--- config.mk ---
export PLATFORM = sky130hd
export DESIGN_NAME = mux_bus_seq
export DESIGN_NICKNAME = d
export VERILOG_FILES = /design/src/rtl/mbs_pkg.sv /design/src/rtl/mbs_fsm.sv /design/src/rtl/mbs_req_hold.sv /design/src/rtl/mbs_bus_drive.sv /design/src/rtl/mbs_rdata.sv /design/src/rtl/mux_bus_seq.sv
export SDC_FILE = /design/constraint.sdc
export NUM_CORES = 1
export LEC_CHECK = 0
export BUFFER_PORTS_ARGS = -buffer_cell sky130_fd_sc_hd__buf_2
export CORE_AREA = 4 4 92 94
export CTS_BUF_LIST = sky130_fd_sc_hd__clkbuf_4
export DETAILED_ROUTE_END_ITERATION = 8
export DIE_AREA = 0 0 96 98
export HOLD_SLACK_MARGIN = 0.03
export PLACE_DENSITY_LB_ADDON = 0.2
export SKIP_LAST_GASP = 1
export SYNTH_ARGS = -nofsm -noshare
export SYNTH_HDL_FRONTEND = slang
export SYNTH_SLANG_ARGS = --single-unit
--- constraint.sdc ---
create_clock -name clk -period 4 [get_ports clk]
set_clock_uncertainty 0.1 [all_clocks]
set_input_delay 0.2 -clock clk [delete_from_list [all_inputs] [get_ports clk]]
set_output_delay 0.2 -clock clk [all_outputs]
set_load 0.1 [all_outputs]
--- src/rtl/mbs_pkg.sv ---
package mbs_pkg;
  typedef enum logic [2:0] {
    TS_IDLE = 3'd0,
    TS_T1   = 3'd1,
    TS_T2   = 3'd2,
    TS_T3   = 3'd3,
    TS_TW   = 3'd4,
    TS_T4   = 3'd5
  } tstate_e;

  localparam logic [1:0] KIND_READ  = 2'b00;
  localparam logic [1:0] KIND_WRITE = 2'b01;
  localparam logic [1:0] KIND_INTA  = 2'b10;

  // active-low high-byte enable from transfer size and address bit 0
  function automatic logic bhe_n_of(input logic word, input logic a0);
    return !(word || a0);
  endfunction

  // status shown on the upper lines after T1: {0, ie, seg}
  function automatic logic [3:0] status_of(input logic ie, input logic [1:0] seg);
    return {1'b0, ie, seg};
  endfunction

  function automatic logic in_strobe(input tstate_e s);
    return (s == TS_T2) || (s == TS_T3) || (s == TS_TW);
  endfunction

  function automatic logic in_sample(input tstate_e s);
    return (s == TS_T3) || (s == TS_TW);
  endfunction
endpackage

--- src/rtl/mbs_fsm.sv ---
module mbs_fsm
  import mbs_pkg::*;
(
  input  logic    clk,
  input  logic    rst_n,
  input  logic    start,
  input  logic    ready,
  output tstate_e state
);
  tstate_e nxt;

  always_comb begin
    nxt = state;
    case (state)
      TS_IDLE: nxt = start ? TS_T1 : TS_IDLE;
      TS_T1:   nxt = TS_T2;
      TS_T2:   nxt = TS_T3;
      TS_T3,
      TS_TW:   nxt = ready ? TS_T4 : TS_TW;
      TS_T4:   nxt = start ? TS_T1 : TS_IDLE;
      default: nxt = TS_IDLE;
    endcase
  end

  always_ff @(posedge clk or negedge rst_n) begin
    if (!rst_n) state <= TS_IDLE;
    else        state <= nxt;
  end
endmodule

--- src/rtl/mbs_req_hold.sv ---
module mbs_req_hold #(
  parameter int ADDR_W = 20,
  parameter int DATA_W = 16
) (
  input  logic              clk,
  input  logic              rst_n,
  input  logic              load,
  input  logic [1:0]        kind,
  input  logic              mem,
  input  logic              word,
  input  logic [ADDR_W-1:0] addr,
  input  logic [DATA_W-1:0] wdata,
  input  logic [1:0]        seg,
  input  logic              ie,
  output logic [1:0]        h_kind,
  output logic              h_mem,
  output logic              h_word,
  output logic [ADDR_W-1:0] h_addr,
  output logic [DATA_W-1:0] h_wdata,
  output logic [1:0]        h_seg,
  output logic              h_ie
);
  always_ff @(posedge clk or negedge rst_n) begin
    if (!rst_n) begin
      h_kind  <= '0;
      h_mem   <= 1'b0;
      h_word  <= 1'b0;
      h_addr  <= '0;
      h_wdata <= '0;
      h_seg   <= '0;
      h_ie    <= 1'b0;
    end else if (load) begin
      h_kind  <= kind;
      h_mem   <= mem;
      h_word  <= word;
      h_addr  <= addr;
      h_wdata <= wdata;
      h_seg   <= seg;
      h_ie    <= ie;
    end
  end
endmodule

--- src/rtl/mbs_bus_drive.sv ---
module mbs_bus_drive
  import mbs_pkg::*;
#(
  parameter int ADDR_W = 20,
  parameter int DATA_W = 16,
  localparam int HI_W  = ADDR_W - DATA_W
) (
  input  tstate_e           state,
  input  logic [1:0]        h_kind,
  input  logic              h_mem,
  input  logic              h_word,
  input  logic [ADDR_W-1:0] h_addr,
  input  logic [DATA_W-1:0] h_wdata,
  input  logic [1:0]        h_seg,
  input  logic              h_ie,
  output logic [DATA_W-1:0] ad_out,
  output logic              ad_oe,
  output logic [HI_W-1:0]   a_hi,
  output logic              bhe_n,
  output logic              ale,
  output logic              rd_n,
  output logic              wr_n,
  output logic              inta_n
);
  logic is_wr, is_ack, is_rd, strobe;

  assign is_wr  = (h_kind == KIND_WRITE);
  assign is_ack = (h_kind == KIND_INTA);
  assign is_rd  = !is_wr && !is_ack;
  assign strobe = in_strobe(state);

  assign rd_n   = !(strobe && is_rd);
  assign wr_n   = !(strobe && is_wr);
  assign inta_n = !(strobe && is_ack);
  assign ale    = (state == TS_T1);

  always_comb begin
    ad_out = '0;
    ad_oe  = 1'b0;
    a_hi   = '0;
    bhe_n  = 1'b1;
    if (state == TS_T1) begin
      ad_out = h_addr[DATA_W-1:0];
      ad_oe  = !is_ack;
      a_hi   = (h_mem && !is_ack) ? h_addr[ADDR_W-1:DATA_W] : '0;
      bhe_n  = is_ack ? 1'b0 : bhe_n_of(h_word, h_addr[0]);
    end else if (state != TS_IDLE) begin
      a_hi   = HI_W'(status_of(h_ie, h_seg));
      bhe_n  = is_ack ? 1'b0 : bhe_n_of(h_word, h_addr[0]);
      ad_oe  = is_wr;
      ad_out = is_wr ? h_wdata : '0;
    end
  end
endmodule

--- src/rtl/mbs_rdata.sv ---
module mbs_rdata #(
  parameter int DATA_W = 16
) (
  input  logic              clk,
  input  logic              rst_n,
  input  logic              capture,
  input  logic [DATA_W-1:0] ad_in,
  output logic [DATA_W-1:0] rdata
);
  always_ff @(posedge clk or negedge rst_n) begin
    if (!rst_n)       rdata <= '0;
    else if (capture) rdata <= ad_in;
  end
endmodule

--- src/rtl/mux_bus_seq.sv ---
module mux_bus_seq
  import mbs_pkg::*;
#(
  parameter int ADDR_W = 20,
  parameter int DATA_W = 16,
  localparam int HI_W  = ADDR_W - DATA_W
) (
  input  logic              clk,
  input  logic              rst_n,
  input  logic              req_valid,
  input  logic [1:0]        req_kind,
  input  logic              req_mem,
  input  logic              req_word,
  input  logic [ADDR_W-1:0] req_addr,
  input  logic [DATA_W-1:0] req_wdata,
  input  logic [1:0]        req_seg,
  input  logic              req_ie,
  input  logic              ready,
  input  logic [DATA_W-1:0] ad_in,
  output logic              req_accept,
  output logic [DATA_W-1:0] ad_out,
  output logic              ad_oe,
  output logic [HI_W-1:0]   a_hi,
  output logic              bhe_n,
  output logic              ale,
  output logic              rd_n,
  output logic              wr_n,
  output logic              inta_n,
  output logic              m_io,
  output logic              dt_r,
  output logic [DATA_W-1:0] rdata,
  output logic              done
);
  tstate_e           state;
  logic              start;
  logic [1:0]        h_kind;
  logic              h_mem, h_word, h_ie;
  logic [ADDR_W-1:0] h_addr;
  logic [DATA_W-1:0] h_wdata;
  logic [1:0]        h_seg;

  // named internal events for the checker
  logic st_idle, st_sample, st_data, rd_capture;

  assign st_idle    = (state == TS_IDLE);
  assign st_sample  = in_sample(state);
  assign st_data    = in_strobe(state);
  assign req_accept = st_idle || (state == TS_T4);
  assign start      = req_valid && req_accept;
  assign rd_capture = st_sample && ready && (h_kind != KIND_WRITE);
  assign done       = (state == TS_T4);

  assign m_io = start ? (req_mem && (req_kind != KIND_INTA))
                      : (h_mem && (h_kind != KIND_INTA));
  assign dt_r = start ? (req_kind == KIND_WRITE) : (h_kind == KIND_WRITE);

  mbs_fsm u_fsm (
    .clk(clk), .rst_n(rst_n), .start(start), .ready(ready), .state(state)
  );

  mbs_req_hold #(.ADDR_W(ADDR_W), .DATA_W(DATA_W)) u_hold (
    .clk(clk), .rst_n(rst_n), .load(start),
    .kind(req_kind), .mem(req_mem), .word(req_word), .addr(req_addr),
    .wdata(req_wdata), .seg(req_seg), .ie(req_ie),
    .h_kind(h_kind), .h_mem(h_mem), .h_word(h_word), .h_addr(h_addr),
    .h_wdata(h_wdata), .h_seg(h_seg), .h_ie(h_ie)
  );

  mbs_bus_drive #(.ADDR_W(ADDR_W), .DATA_W(DATA_W)) u_drive (
    .state(state), .h_kind(h_kind), .h_mem(h_mem), .h_word(h_word),
    .h_addr(h_addr), .h_wdata(h_wdata), .h_seg(h_seg), .h_ie(h_ie),
    .ad_out(ad_out), .ad_oe(ad_oe), .a_hi(a_hi), .bhe_n(bhe_n), .ale(ale),
    .rd_n(rd_n), .wr_n(wr_n), .inta_n(inta_n)
  );

  mbs_rdata #(.DATA_W(DATA_W)) u_rdata (
    .clk(clk), .rst_n(rst_n), .capture(rd_capture), .ad_in(ad_in), .rdata(rdata)
  );
endmodule

-- After elaboration in Yosys (flattened, before gate mapping)
Index checks and enable logic that the tools add are counted.
- output and inout port bits: 46
- bits of input ports: 63
- logic and storage cells: 61
- flip-flop bits (word level): 62
- reductions and logical operators: 25
- mux-type cells: 16
- equality and inequality tests: 11
- operators with widths (cell ; count):
    two-way mux 16 bit ; 3
    case mux 3 bit (4 select lines) ; 1
    logical AND 1 bit ; 10
    two-way mux 1 bit ; 9
    two-way mux 4 bit ; 2
    == test 3 x 2 -> 1 bit (second input constant) ; 2
    == test 3 bit (second input constant) ; 2
    zero test 1 bit ; 6
    logical OR 1 bit ; 5
    == test 2 x 1 -> 1 bit (second input constant) ; 2
    inequality test 2 bit (second input constant) ; 2
    OR reduction 2 bit ; 2
    == test 3 x 1 -> 1 bit (second input constant) ; 1
    zero test 3 bit ; 1
    two-way mux 3 bit ; 1
    nonzero test 3 bit ; 1
    == test 2 bit (second input constant) ; 1
    inequality test 2 x 1 -> 1 bit (second input constant) ; 1

-- Longest topological paths before layout
Gate-level depths: netlist of run 1.
- depth after elaboration: 5
- mapped depth: 7
- gate-level depth less buffers: 5

-- Cells and area by module
Synthesis of run 1 repeated with hierarchy kept, for this count alone.
- cell total of the unflattened synthesis: 199
- area total of the unflattened synthesis: 3046.7 um2
- modules (own cells, without submodules) (module ; instances ; cells an instance ; area each (um2) ; seq. area each (um2)):
    mbs_req_hold ; 1 ; 91 ; 1801.7 ; 1076.0
    mbs_rdata ; 1 ; 34 ; 649.4 ; 400.4
    mbs_bus_drive ; 1 ; 42 ; 351.6 ; 0.0
    mbs_fsm ; 1 ; 15 ; 143.9 ; 75.1
    mux_bus_seq ; 1 ; 17 ; 100.1 ; 0.0

-- Worst setup path before layout of run 1
Ideal clock, no wire load.
- path type: flip-flop to output port
- from: register u_fsm.state[1]
- to: output port a_hi[0]
- data arrival time: 3009 ps
- data required time: 3700 ps
- cell stages (with the launch flop): 6
- path buffers: 2
- path slack: 691 ps
- cell sequence: dfrtp_1 > buf_2 > buf_1 > nor2_1 > nand2_1 > o21ai_0
- longest elaborated chain between the ends: 3
- elaborated cells between the ends (all ways): 4
- classes of those cells: eq/ne: 1; mux: 2; reduce/logical: 1
- ends and longest elaborated chain (element ; line ; source):
    from (decl) ; mbs_fsm.sv:8 ; output tstate_e state
    from (signal assigned) ; mbs_fsm.sv:27 ; else state <= nxt;
    nonzero test 3 bit ; mbs_bus_drive.sv:47 ; end else if (state != TS_IDLE) begin
    two-way mux 3 bit ; mbs_bus_drive.sv:47 ;
    two-way mux 4 bit (*) ; mbs_bus_drive.sv:42 ; if (state == TS_T1) begin
    to (decl) ; mux_bus_seq.sv:23 ; output logic [HI_W-1:0] a_hi,
Mark *: on every way between the ends. The rest lies on a longest branch, timed or not.

-- Worst setup path after layout of run 1
- from: register u_fsm.state[2]
- to: output port ad_out[5]
- longest elaborated chain between the ends: 3
- elaborated cells between the ends (all ways): 4
- classes of those cells: eq/ne: 1; mux: 2; reduce/logical: 1
- ends and longest elaborated chain (element ; line ; source):
    nonzero test 3 bit ; mbs_bus_drive.sv:47 ;
    two-way mux 16 bit ; mbs_bus_drive.sv:47 ;
    two-way mux 16 bit (*) ; mbs_bus_drive.sv:42 ;
    to (decl) ; mux_bus_seq.sv:21 ; output logic [DATA_W-1:0] ad_out,
Marks and branches as above.

==> flow_summary_export.csv, run 1 <==
group,metric,value,unit
clock_tree,cts.sinks,62,
finish,diodes,0,
finish,nets,458,
clock_tree,numCtsBuffers,9,
drt,via_per_inst,5.41,
sta,worst_pin_slew,1.27,ns
synthesis,ys.flop_type,"dfrtp_1",
finish,drive_gt1_frac,0.450,
synthesis,yosysWarnings,0,
sta,setup_viol,0,
finish,final_cells,500,
synthesis,ys_seq_area_frac,0.464,
finish,mostFrequentLayoutCell,"buf_2",
drt,first_pass_iters,5,
drt,drtIter0Drc,169,
status,status,"finished, final reports clean",
worst_setup_path,r2r_cells,5,
clock_tree,htreeDepth,3,
drt,ant_nets,0,
worst_setup_path,critPathSlowestCell,"dfrtp_1",
placed_design,portBuffers,108,
clock_tree,cts-resized-gates,0,
synthesis,syn_avg_cell_area,13.5,µm²
worst_setup_path,worstPathRequired,3.70,ns
sta,tns,0,ns
worst_setup_path,path_cells,"or2_1 > and2_1 > a22o_1 > buf_2",
finish,layout_common_cells,"108 x buf_2, 62 x dfrtp_1, 45 x dlygate4sd3_1, 38 x mux2_4, 32 x a32o_1",
drt,drt-total-wl,8.98,mm
worst_setup_path,ff2ff_setup_slack,1.15,ns
floorplan,die_h,98,µm
worst_setup_path,cp_slowest_stage_delay,0.89,ns
clock_tree,clk_pin_slew,0.12,ns
sta,worst_slack,0.751,ns
floorplan,rows,32,
floorplan,core,7650,µm²
drt,drc,0,
synthesis,syn_nets,313,
sta,min_period,3.25,ns
global_route,grt.total_usage,0.197,
sta,fmax,308,MHz
global_route,grt_max_degree,40,
sta,relSlewSlack,0.146,
worst_setup_path,cp.arrival,2.95,ns
sta,rsz0062_at_grt,"no",
finish,multi_input_area,1570,µm²
synthesis,syn_inst,248,
synthesis,ys_types,34,
worst_setup_path,r2r-end,"u_hold.h_addr[2]$_DFFE_PN0P_",
clock_tree,clkLatencyLatePin,0.39,ns
clock_tree,tritoncts,"yes",
worst_setup_path,startpoint,"u_fsm.state[2]$_DFF_PN0_",
job,max_cap_viol_count,0,
global_route,grt_pass1_wl,14.4,mm
floorplan,die_w,96,µm
global_route,grt_pass1_vias,2833,
floorplan,io_pins,109,
worst_setup_path,worstReg2RegStart,"u_fsm.state[2]$_DFF_PN0_",
synthesis,synth_seq_cells,62,
worst_setup_path,crit_fanout,27,
synthesis,synth_edf_count,0,
global_route,antenna_found_initial,0,
worst_hold_path,whs_path_depth,3,
clock_tree,cts-root-buf,"clkbuf_4",
worst_setup_path,endpoint_kind,"primary output",
worst_setup_path,crit_path_start_kind,"flip-flop",
synthesis,async_flop_share,1.00,
floorplan,initial_core_util,0.437,
worst_setup_path,path_class,"flip-flop to primary output",
worst_hold_path,hold_start,"ad_in[7]",
placed_design,dp_slack,1.15,ns
floorplan,die-area,9410,µm²
clock_tree,clock_path_buffers,2,
worst_hold_path,hold_path_end,"u_rdata.rdata[7]$_DFFE_PN0P_",
placed_design,gp_congestion,0.738,
worst_hold_path,hp-class,"input pin to flip-flop",
drt,avgRoutedWirePerCell,18.0,µm
finish,fillCellCount,643,
drt,via_count,2707,
placed_design,dp_hpwl,5.63,mm
finish,seqCellArea,1550,µm²
placed_design,placed_cells,439,
synthesis,syn_area,3340,µm²
sta,finalHoldViolCount,0,
sta,min_period_over_period,0.812,
finish,syn_to_final_growth,34.0,%
clock_tree,post_cts_buffers,0,
sta,slew_violations,0,
global_route,overflow,0,
-- sequential cells by signal, summed over array words and instances, names as in the netlist --
signal,flops
u_fsm.state,3
u_hold.h_word,1
u_rdata.rdata,16
u_hold.h_kind,2
u_hold.h_seg,2
u_hold.h_mem,1
u_hold.h_ie,1
u_hold.h_wdata,16
u_hold.h_addr,20
-- metal layers --
| layer | share of wire | vias to the layer above | global-route usage | wire [µm] |
|---|---|---|---|---|
| met5 | 0 | - | 0 | 0 |
| met4 | 0.013 | 0 | 0.0580 | 113 |
| met3 | 0.060 | 10 | 0.0416 | 535 |
| met2 | 0.47 | 92 | 0.305 | 4260 |
| met1 | 0.45 | 1340 | 0.275 | 4080 |
| li1 | - | 1265 | - | - |
-- critical path, delay by kind of cell (launching register included) --
kind / cells / cell delay, ns
compound gates: 1 / 0.24
buf+inv: 1 / 0.43
flops: 1 / 0.89
simple gates: 2 / 0.98
-- worst max path at each step --
stage                                               to  slack (ns)  cells after the start
after CTS                                    ad_out[0]        0.74                      4
final                                        ad_out[5]        0.75                      4
after global routing                         ad_out[3]        0.53                      4
after floorplan                                a_hi[0]        0.69                      5
after global placement                       ad_out[0]        1.17                      4
after detailed placement  u_hold.h_addr[2]$_DFFE_PN0P_        1.15                      5
-- repair_timing --
item | in CTS | in global routing
setup endpoints to repair | 0 | 0
hold buffers | 45 | 0
endpoints found under the hold margin | 67 | 0
-- area by class of cell --
type | count | share of cell area
Sequential cell | 62 | 0.347
Multi-Input combinational cell | 155 | 0.350
Clock buffer | 9 | 0.0151
Timing Repair Buffer | 160 | 0.233
Clock inverter | 7 | 0.0221
Inverter | 5 | 0.00419
Tap cell | 102 | 0.0285
-- stage by stage --
step                area [µm²]  hold slack (ns)  utilization
floorplan                 3340           -0.196            -
global placement          3860            0.146        0.505
detailed placement        3860            0.146        0.505
CTS                       4480           0.0308        0.585
global route              4480           0.0523        0.585
finish                    4480           0.0591        0.585
-- synthesized netlist by cell type (3+ instances only) --
cell type / n / share of area
dfrtp_1: 62 / 0.46
mux2_4: 38 / 0.17
a32o_1: 32 / 0.096
a221o_1: 16 / 0.048
a22o_1: 16 / 0.042
nand2_1: 11 / 0.012
clkbuf_1: 9 / 0.010
buf_2: 6 / 0.0090
nor2b_1: 6 / 0.011
inv_1: 5 / 0.0056
mux2_2: 5 / 0.017
buf_12: 4 / 0.024
buf_6: 4 / 0.013
o21ai_0: 4 / 0.0060
and2_1: 3 / 0.0056
mux2i_1: 3 / 0.0090
nor2_1: 3 / 0.0034
-- cells by family after synthesis --
logic type / Yosys count / share of synthesized area
AO/OA/AOI/OAI: 74 / 0.204
XOR/XNOR: 1 / 0.00262
adder cells (fa/ha/maj): 2 / 0.00749
buffers and inverters: 31 / 0.0667
flip-flops: 62 / 0.464
multiplexers: 46 / 0.197
AND/OR/NAND/NOR: 32 / 0.0577
Power of run 1 is left out: the tool's default activity adds up to more than one toggle a clock period on the data nets, which glitch-free logic cannot reach.
==> run 2, diff against run 1 <==
==> constraint.sdc (replaced) <==
create_clock -name clk -period 2.7 [get_ports clk]
set_clock_uncertainty 0.1 [all_clocks]
set_input_delay 0.135 -clock clk [delete_from_list [all_inputs] [get_ports clk]]
set_output_delay 0.135 -clock clk [all_outputs]
set_load 0.1 [all_outputs]
==> flow_summary_export.csv, run 2 (same netlist as run 1, synthesis figures left out) <==
group,metric,value,unit
floorplan,die-area,9410,µm²
drt,drt-total-wl,9.10,mm
status,status,"finished, final reports clean",
sta,fmax,400,MHz
floorplan,initial_core_util,0.437,
sta,finalHoldViolCount,0,
finish,multi_input_area,1590,µm²
drt,drtIter0Drc,102,
drt,avgRoutedWirePerCell,17.5,µm
finish,mostFrequentLayoutCell,"buf_2",
floorplan,die_h,98,µm
clock_tree,numCtsBuffers,9,
sta,setup_viol,0,
clock_tree,post_cts_buffers,0,
finish,largest_register_ffs,20,
sta,slew_violations,0,
worst_setup_path,cp.arrival,2.26,ns
worst_setup_path,endpoint_kind,"primary output",
drt,via_count,2759,
floorplan,rows,32,
clock_tree,cts-root-buf,"clkbuf_4",
finish,largest_registers,"u_hold.h_addr (20), u_hold.h_wdata (16), u_rdata.rdata (16)",
finish,syn_to_final_growth,49.4,%
finish,regMostFlops,"u_hold.h_addr",
sta,worst_pin_slew,1.18,ns
job,max_cap_viol_count,0,
clock_tree,htreeDepth,3,
clock_tree,cts.sinks,62,
drt,ant_nets,0,
sta,min_period_over_period,0.925,
drt,first_pass_iters,4,
placed_design,gp_congestion,0.790,
clock_tree,clk_pin_slew,0.12,ns
clock_tree,clock_path_buffers,2,
worst_setup_path,worstPathRequired,2.47,ns
floorplan,core,7650,µm²
worst_setup_path,crit_path_start_kind,"flip-flop",
global_route,grt_max_degree,40,
global_route,overflow,0,
sta,min_period,2.50,ns
drt,via_per_inst,5.31,
placed_design,portBuffers,108,
drt,drc,0,
finish,nets,478,
finish,diodes,0,
clock_tree,clkLatencyLatePin,0.40,ns
worst_setup_path,crit_fanout,19,
placed_design,dp_hpwl,5.72,mm
worst_setup_path,path_class,"flip-flop to primary output",
global_route,grt_pass1_vias,2995,
floorplan,io_pins,109,
global_route,antenna_found_initial,0,
clock_tree,tritoncts,"yes",
sta,relSlewSlack,0.209,
global_route,grt_pass1_wl,15.1,mm
global_route,grt.total_usage,0.204,
finish,layout_common_cells,"89 x buf_2, 63 x dlygate4sd3_1, 62 x dfrtp_1, 38 x mux2_4, 32 x a32o_1",
floorplan,die_w,96,µm
finish,fillCellCount,570,
sta,tns,0,ns
finish,drive_gt1_frac,0.438,
worst_hold_path,hp-class,"input pin to async pin",
sta,rsz0062_at_grt,"no",
finish,seqCellArea,1550,µm²
-- run 2: changes by cell type in the layout (fill, tap and decap cells not counted), moves of 2 or more --
cell | previous run | this run
clkinv_4 | 3 | 1
o21ai_1 | 1 | 4
clkinv_1 | 0 | 2
dlygate4sd3_1 | 45 | 63
o21ai_0 | 4 | 1
buf_2 | 108 | 89
buf_12 | 0 | 21
-- run 2: per-stage QoR --
stage                     area (µm²)  cells  setup slack, ns  hold slack (ns)   util
after floorplan                 3360    248           0.0407           -0.261      -
after global placement          4200    441            0.487            0.127  0.549
after detailed placement        4200    441            0.457            0.130  0.549
after CTS                       4990    520            0.158            0.181  0.652
after global routing            4990    520           0.0679            0.229  0.652
final                           4990    520            0.203            0.206  0.652
-- run 2: layer usage --
layer / up-vias / part of all wire / track usage
met5: - / 0 / 0
met4: 0 / 0.013 / 0.0667
met3: 11 / 0.059 / 0.0462
met2: 97 / 0.49 / 0.332
met1: 1346 / 0.44 / 0.266
li1: 1305 / - / -
-- run 2: final timing paths --
check | startpoint | endpoint | slack, ns | depth (start not counted)
max in group asynchronous | rst_n | u_hold.h_wdata[15]$_DFFE_PN0P_ | 1.63 | 3
setup reg to reg | u_fsm.state[0]$_DFF_PN0_ | u_fsm.state[0]$_DFF_PN0_ | 0.44 | 5
setup / recovery | u_fsm.state[2]$_DFF_PN0_ | ale | 0.20 | 3
min in group clk | req_valid | u_hold.h_kind[1]$_DFFE_PN0P_ | 0.21 | 4
hold reg to reg | u_hold.h_addr[5]$_DFFE_PN0P_ | u_hold.h_addr[5]$_DFFE_PN0P_ | 0.42 | 1
hold / removal | rst_n | u_hold.h_wdata[10]$_DFFE_PN0P_ | 0.21 | 2
-- run 2: area by class of cell --
| class | count | share of cell area |
|---|---|---|
| timing repair buffer | 180 | 0.310 |
| tap | 102 | 0.0256 |
| multi-input combinational | 155 | 0.318 |
| sequential | 62 | 0.311 |
| clock inverter | 7 | 0.0178 |
| inverter | 5 | 0.00376 |
| clock buffer | 9 | 0.0135 |
-- run 2: worst max-delay path, stage by stage, from the launching register on --
cell	delay, ns
dfrtp_1	0.49
or2_1	0.37
nor2_4	0.48
buf_2	0.53
-- run 2: timing repair --
action,4_1_cts,5_1_grt
gates resized for setup,1,0
hold endpoints to repair,88,0
setup endpoints to repair,1,0
hold buffers,63,0
Power of run 2 is left out for the same reason.
